**src/rtl/xlate_pkg.sv**
```systemverilog
package xlate_pkg;

    localparam int REQ_W    = 32;
    localparam int REMOTE_W = 64;

    typedef logic [REQ_W-1:0]    req_addr_t;
    typedef logic [REMOTE_W-1:0] rem_addr_t;

    // Result of one window lookup
    typedef struct packed {
        rem_addr_t addr;
        logic      is64;
    } win_res_t;

    // Bits that pass through unchanged from the request
    function automatic req_addr_t span_mask(req_addr_t lo, req_addr_t hi);
        return lo ^ hi;
    endfunction

    // Span is a power of two and the lowest address is aligned to it
    function automatic logic span_legal(req_addr_t lo, req_addr_t hi);
        req_addr_t m;
        m = lo ^ hi;
        return (hi >= lo) && ((m & (m + 1'b1)) == '0) && ((lo & m) == '0);
    endfunction

    // Merge request offset with translation value
    function automatic rem_addr_t merge_addr(req_addr_t req, req_addr_t m,
                                             rem_addr_t xl, logic wide);
        rem_addr_t full_m;
        rem_addr_t r;
        full_m = {{(REMOTE_W-REQ_W){1'b0}}, m};
        r = (xl & ~full_m) | ({{(REMOTE_W-REQ_W){1'b0}}, req} & full_m);
        if (!wide) r[REMOTE_W-1:REQ_W] = '0;
        return r;
    endfunction

endpackage

```
**src/rtl/xlate_window.sv**
```systemverilog
module xlate_window
    import xlate_pkg::*;
#(
    parameter req_addr_t LO   = '0,
    parameter req_addr_t HI   = '1,
    parameter logic      WIDE = 1'b0,
    parameter rem_addr_t XL   = '0
) (
    input  req_addr_t req,
    output logic      hit,
    output win_res_t  res
);
    localparam req_addr_t MASK = span_mask(LO, HI);

    if (!span_legal(LO, HI)) begin : g_bad_span
        $error("window span must be a power of two and aligned");
    end

    always_comb begin
        hit      = (req >= LO) && (req <= HI);
        res.addr = merge_addr(req, MASK, XL, WIDE);
        res.is64 = WIDE;
    end
endmodule

```
**src/rtl/xlate_pick.sv**
```systemverilog
module xlate_pick
    import xlate_pkg::*;
#(
    parameter int NUM_WIN = 4,
    localparam int IDXW   = (NUM_WIN > 1) ? $clog2(NUM_WIN) : 1
) (
    input  logic     [NUM_WIN-1:0] hits,
    input  win_res_t [NUM_WIN-1:0] cand,
    output logic                   any,
    output logic     [IDXW-1:0]    idx,
    output win_res_t               sel
);
    always_comb begin
        any = 1'b0;
        idx = '0;
        sel = '0;
        // walk downward so the lowest-numbered hit is written last
        for (int w = NUM_WIN - 1; w >= 0; w--) begin
            if (hits[w]) begin
                any = 1'b1;
                idx = IDXW'(w);
                sel = cand[w];
            end
        end
    end
endmodule

```
**src/rtl/outbound_xlate.sv**
```systemverilog
module outbound_xlate
    import xlate_pkg::*;
#(
    parameter int NUM_WIN = 4,
    parameter logic [NUM_WIN-1:0][31:0] WIN_LO =
        {32'h0000_0000, 32'hFE00_0000, 32'hABCD_E000, 32'h1234_0000},
    parameter logic [NUM_WIN-1:0][31:0] WIN_HI =
        {32'h0000_007F, 32'hFFFF_FFFF, 32'hABCD_FFFF, 32'h1234_FFFF},
    parameter logic [NUM_WIN-1:0]       WIN_WIDE = 4'b1010,
    parameter logic [NUM_WIN-1:0][63:0] WIN_XL =
        {64'h6000_0000_8765_4380, 64'h0000_0000_4000_0000,
         64'h5000_0000_FEDC_0000, 64'h0000_0000_5671_0000},
    localparam int IDXW = (NUM_WIN > 1) ? $clog2(NUM_WIN) : 1
) (
    input  logic            clk,
    input  logic            rst,
    input  logic            i_valid,
    input  logic [31:0]     i_addr,
    output logic            o_valid,
    output logic [63:0]     o_addr,
    output logic            o_is64,
    output logic [IDXW-1:0] o_win,
    output logic            o_hit,
    output logic            o_miss
);
    logic     [NUM_WIN-1:0] hits;
    win_res_t [NUM_WIN-1:0] cand;
    logic                   any_hit;
    logic     [IDXW-1:0]    pick_idx;
    win_res_t               pick_res;

    for (genvar w = 0; w < NUM_WIN; w++) begin : g_win
        xlate_window #(
            .LO   (WIN_LO[w]),
            .HI   (WIN_HI[w]),
            .WIDE (WIN_WIDE[w]),
            .XL   (WIN_XL[w])
        ) u_win (
            .req (i_addr),
            .hit (hits[w]),
            .res (cand[w])
        );
    end

    xlate_pick #(.NUM_WIN(NUM_WIN)) u_pick (
        .hits (hits),
        .cand (cand),
        .any  (any_hit),
        .idx  (pick_idx),
        .sel  (pick_res)
    );

    always_ff @(posedge clk) begin
        if (rst) begin
            o_valid <= 1'b0;
            o_hit   <= 1'b0;
            o_miss  <= 1'b0;
            o_addr  <= '0;
            o_is64  <= 1'b0;
            o_win   <= '0;
        end else begin
            o_valid <= i_valid;
            o_hit   <= i_valid && any_hit;
            o_miss  <= i_valid && !any_hit;
            if (i_valid) begin
                o_addr <= pick_res.addr;
                o_is64 <= pick_res.is64;
                o_win  <= pick_idx;
            end
        end
    end
endmodule

```
**config.mk**
```make
export PLATFORM = sky130hd
export DESIGN_NAME = outbound_xlate
export DESIGN_NICKNAME = d
export VERILOG_FILES = /design/src/rtl/xlate_pkg.sv /design/src/rtl/xlate_window.sv /design/src/rtl/xlate_pick.sv /design/src/rtl/outbound_xlate.sv
export SDC_FILE = /design/constraint.sdc
export NUM_CORES = 1
export LEC_CHECK = 0
export ABC_AREA = 1
export BUFFER_PORTS_ARGS = -buffer_cell sky130_fd_sc_hd__buf_2
export CORE_ASPECT_RATIO = 0.8
export CORE_MARGIN = 5
export CORE_UTILIZATION = 42
export CTS_BUF_LIST = sky130_fd_sc_hd__clkbuf_4
export CTS_CLUSTER_SIZE = 8
export DETAILED_ROUTE_END_ITERATION = 12
export PLACE_DENSITY = 0.78
export SETUP_SLACK_MARGIN = 0.4
export SLEW_MARGIN = 20
export SYNTH_ARGS = -nofsm -noshare
export SYNTH_HDL_FRONTEND = slang
export SYNTH_SLANG_ARGS = --single-unit
```
**constraint.sdc**
```tcl
create_clock -name clk -period 0.8 [get_ports clk]
set_input_delay 0.04 -clock clk [delete_from_list [all_inputs] [get_ports clk]]
set_output_delay 0.04 -clock clk [all_outputs]
set_load 0.01 [all_outputs]
```
* Word-level counts from Yosys, hierarchy flattened
Cells that the tools add are included.
** Storage, ports and cells
- Register bits :: 70
- Input port bits :: 35
- Output and inout port bits :: 70
- Word-level logic and storage cells :: 33
** Operators by class
- Magnitude comparators :: 8
- Multiplexer cells :: 12
- Reduce and logical (&&, ||, !) cells :: 7
** Operator list (count)
- 64-bit 2-to-1 mux :: 4
- 32-bit greater-or-equal comparator, second input constant :: 2
- 32-bit less-or-equal comparator, second input constant :: 2
- 32-bit by 1-bit greater-or-equal comparator with 1-bit output, second input constant :: 1
- 32-bit by 29-bit greater-or-equal comparator with 1-bit output, second input constant :: 1
- 32-bit by 29-bit less-or-equal comparator with 1-bit output, second input constant :: 1
- 32-bit by 7-bit less-or-equal comparator with 1-bit output, second input constant :: 1
- 2-bit 2-to-1 mux :: 4
- 1-bit logical AND :: 6
- 1-bit 2-to-1 mux :: 4
- 1-bit zero test :: 1

* Logic depth before layout (Yosys ltp)
- Depth in word-level cells :: 8
- Mapped depth :: 10
- Gate-level depth less buffers :: 9

* Modules after synthesis
From an unflattened synthesis, not the netlist that was laid out.
** Unflattened totals
- Cell total of the unflattened synthesis :: 1367
- Area total of the unflattened synthesis :: 7797.5 µm²
** Modules (own cells, without submodules)
- outbound_xlate :: times used 1, cells an instance 433, area each 2839.0 µm², sequential area each 1401.3 µm²
- xlate_pick :: times used 1, cells an instance 579, area each 2612.5 µm², sequential area each 0.0 µm²
- xlate_window at g_win[0].u_win :: times used 1, cells an instance 100, area each 646.9 µm², sequential area each 0.0 µm²
- xlate_window at g_win[3].u_win :: times used 1, cells an instance 92, area each 594.3 µm², sequential area each 0.0 µm²
- xlate_window at g_win[1].u_win :: times used 1, cells an instance 89, area each 579.3 µm², sequential area each 0.0 µm²
- xlate_window at g_win[2].u_win :: times used 1, cells an instance 74, area each 525.5 µm², sequential area each 0.0 µm²

* Worst setup path before layout
Ideal clock, no wire load.
- Kind :: input to register
- From :: input i_addr[29]
- To :: register o_addr[7]
- Library setup time :: 59 ps
- Arrival :: 829 ps
- Required time :: 741 ps
- Slack :: -87 ps
- Stages on the path :: 10
- Path buffers :: 1
- Path through :: inv_1 -> nand2_1 -> nor2_1 -> nand2_1 -> nor2_1 -> nand2_2 -> nand4_4 -> buf_8 -> nand3_1 -> nand2_1
** Between the ends
- Word-level cells in the longest chain between the ends :: 6
- Elaborated cells on any way between the ends :: 16
- Those cells by class :: order compare: 8; mux: 4; reduce/logical: 4
** Ends and longest elaborated chain
- start: declaration :: line outbound_xlate.sv:18 : input logic [31:0] i_addr,
- 32-bit by 1-bit greater-or-equal comparator with 1-bit output / 32-bit by 7-bit less-or-equal comparator with 1-bit output (equally long branches) :: line xlate_window.sv:20 : hit = (req >= LO) && (req <= HI);
- 1-bit logical AND :: line xlate_window.sv:20
- 64-bit 2-to-1 mux (3 in a row) :: line xlate_pick.sv:19 : if (hits[w]) begin
- 64-bit 2-to-1 mux (*) :: line xlate_pick.sv:19
- end signal: assignment :: line outbound_xlate.sv:66 : o_addr <= pick_res.addr;
- end: declaration :: line outbound_xlate.sv:20 : output logic [63:0] o_addr,
Mark *: on every way between the ends. The rest lies on a longest branch, timed or not.
A chain may end at the register's enable or synchronous reset.

* Worst setup path in the final report
- From :: input i_addr[31]
- To :: register o_addr[2]
The elaborated chain is that of the path after synthesis.

==> impl_metrics.ini <==
[clock_network]
cts_buffers = 5
clock-sinks = 35
cts_root_buf = clkbuf_4
insertion_delay_ps = 350
cts.reportedPaths.clkPinSlew_ps = 110
clk_path_buf_depth = 2
cts_max_level = 2
cts_tree = built

[timing]
setup_tns_ps = -3620
whs_ps = -90.9
finalMaxSlewViolations = 0
finalHoldViolCount = 14
finalCritPeriodShare_pct = 114
max_freq_mhz = 1100
rsz0062_at_grt = true
setup_slack_ps = -113
min_period_ps = 913
finalSetupViolCount = 67
fin_skew_ps = 0

[min_path]
min_path_type = input port to flip-flop

[die]
core_um2 = 4600
initial_core_util_pct = 43.5
die_h_um = 71.7
boundaryPins = 105
dieArea_um2 = 6250
die_w_um = 87.1
core.rowCount = 22

[placed_design]
hpwlAfterDp_um = 4090
gp_congestion = 0.856
portBuffers = 75

[drt]
drc = 0
wirelength_um = 8310
vias = 2330
first_iter_violations = 191
firstDrtPassIters = 4
routedWlPerCell_um = 18.3
ant_nets = 0
vias_per_cell = 5.13

[critical_path]
path_class = input port to flip-flop
cp_data_arrival_time_ps = 1200
crit_top_cell = nor2_4
cp_cell_sequence = buf_12 > clkinv_8 > nor2_4 > nand2_2 > nor2_4 > nand3_4 > buf_6 > nand4_4 > nand3_2 > nand2_1
cp_slowest_cell = nand3_4
worstPathRequired_ps = 1090
end_kind = flip-flop
worst_path_largest_cell_delay_ps = 180
cp_max_fo = 7
worstSetupStartpointType = input port

[cells_and_area]
area_growth_pct = 82.2
n_antenna_cell = 0
fin_util_pct = 79.2
finalNetCount = 428
fillCellCount = 264
drive_above_1_share_pct = 72.8

[yosys]
ys_seq_elements = 35
syn_inst = 280
synth_area_um2 = 2000
ys_seq_area_share_pct = 35.0
avgSynthCellArea_um2 = 7.14
yosysUniqueCellTypes = 29
yosys_warnings = 0

[power_and_ir_drop]
power.leakage_nw = 1.70
p_per_area_nw_per_um2 = 995
ir_drop_uv = 918

[global_routing]
grt_pass1_vias = 2172
grt_antenna_before_repair = 0
grt-ovfl-total = 0
grt.total_usage_pct = 20.5
grt_pass1_wl_um = 10200
grt_max_degree = 13

[run_status]
run_status = finished with violations
violations = negative hold slack, negative setup slack

[run]
drv_cap = 0
-- sequential cells by signal, indices dropped and copies added, names as in the netlist --
signal	cells
o_addr	30
o_hit	1
o_miss	1
o_valid	1
o_win	2
-- cells by family after synthesis --
kind of cell           Yosys count  synth area share (%)
AO/OA/AOI/OAI                   29                  8.39
AND/OR/NAND/NOR                139                  34.5
other                            1                 0.188
flip-flops                      35                  35.0
buffers and inverters           76                  21.9
-- cell usage in the layout (no fill, tap or decap), types with 2 or more instances in the layout --
master	netlist	final
nand2_8	0	4
buf_4	35	31
nand2_2	4	21
buf_6	1	55
buf_8	1	6
nand3_1	14	3
inv_12	0	2
nand2_4	2	11
nand3_2	7	16
clkbuf_4	0	5
nand3_4	1	3
inv_2	5	12
nor2_1	24	4
nor2_2	5	9
o21ai_1	1	4
dfxtp_4	0	3
a21oi_2	0	7
clkinv_2	0	3
buf_12	0	3
nor2_4	3	19
nand2_1	76	48
o21ai_0	12	4
inv_4	0	6
nand4_4	1	2
o21ai_2	4	8
buf_2	1	22
inv_8	0	2
dfxtp_2	0	31
inv_1	29	10
conb_1	1	29
-- metal layers --
metal / vias to the layer above / GRT usage, % / part of all wire, %
li1: 1037 / - / -
met4: 0 / 8.69 / 2.9
met3: 26 / 6.21 / 9.2
met2: 140 / 33.5 / 50
met1: 1127 / 24.9 / 38
met5: - / 0 / 0
-- Yosys cell counts --
library cell / count / area share, %
a21oi_1: 8 / 2.0
a31oi_1: 2 / 0.63
buf_2: 1 / 0.25
buf_4: 35 / 13
buf_6: 1 / 0.56
buf_8: 1 / 0.75
clkbuf_1: 3 / 0.56
clkbuf_2: 1 / 0.25
conb_1: 1 / 0.19
dfxtp_1: 35 / 35
inv_1: 29 / 5.4
inv_2: 5 / 0.94
nand2_1: 76 / 14
nand2_2: 4 / 1.3
nand2_4: 2 / 1.1
nand3_1: 14 / 3.5
nand3_2: 7 / 3.5
nand3_4: 1 / 0.88
nand4_1: 1 / 0.31
nand4_4: 1 / 1.1
nor2_1: 24 / 4.5
nor2_2: 5 / 1.6
nor2_4: 3 / 1.7
nor3_4: 1 / 0.81
o211ai_1: 1 / 0.38
o21ai_0: 12 / 3.0
o21ai_1: 1 / 0.25
o21ai_2: 4 / 1.8
o31ai_1: 1 / 0.38
-- per-stage QoR --
step	worst slack (ps)	std cells	instance area (um^2)	hold WS (ps)	total power, mW
after global routing	-173	454	3640	-78.0	3.75
after floorplan	-68.4	308	2360	161	2.24
final	-113	454	3640	-90.9	3.62
after CTS	-85.7	441	3270	-87.6	3.44
after detailed placement	-402	424	2630	262	2.40
after global placement	-384	424	2630	259	2.39
-- power breakdown --
group / switching [mW] / total, mW / internal [mW]
clock network: 0.616 / 0.943 / 0.327
logic: 0.517 / 0.910 / 0.394
registers: 0.0144 / 1.77 / 1.75
total: 1.15 / 3.62 / 2.48
-- layout make-up --
class                   instances  area, um^2  area share, %
clock inverters                 3        15.0          0.412
multi-input cells             200        1450           39.8
clock buffers                   5        37.5           1.03
well taps                      60        75.1           2.06
repair buffers                117        1110           30.5
inverters                      34         200           5.50
flip-flops and latches         35         751           20.6
-- worst max-delay path: cells and delay by family --
family	cells	cell delay (ps)
and+or+nand+nor	7	810
buffers and inverters	3	350
-- repair_timing --
action                     in CTS  in global routing
setup endpoints to repair      75                 75
hold endpoints to repair       12                 13
setup buffers                   6                 13
gates cloned                    3                  0
resized for setup             142                 74
pin swaps                      44                 44
-- final timing paths --
path | from | end | slack, ps | cells past startpoint
min | i_addr[3] | o_addr[3] | -90 | 3
max reg2reg | o_addr[21] | o_addr[21] | 30 | 3
max | i_addr[31] | o_addr[2] | -110 | 10
min reg2reg | o_addr[24] | o_addr[24] | 470 | 2
No activity file was read; power rests on OpenSTA's default activity.
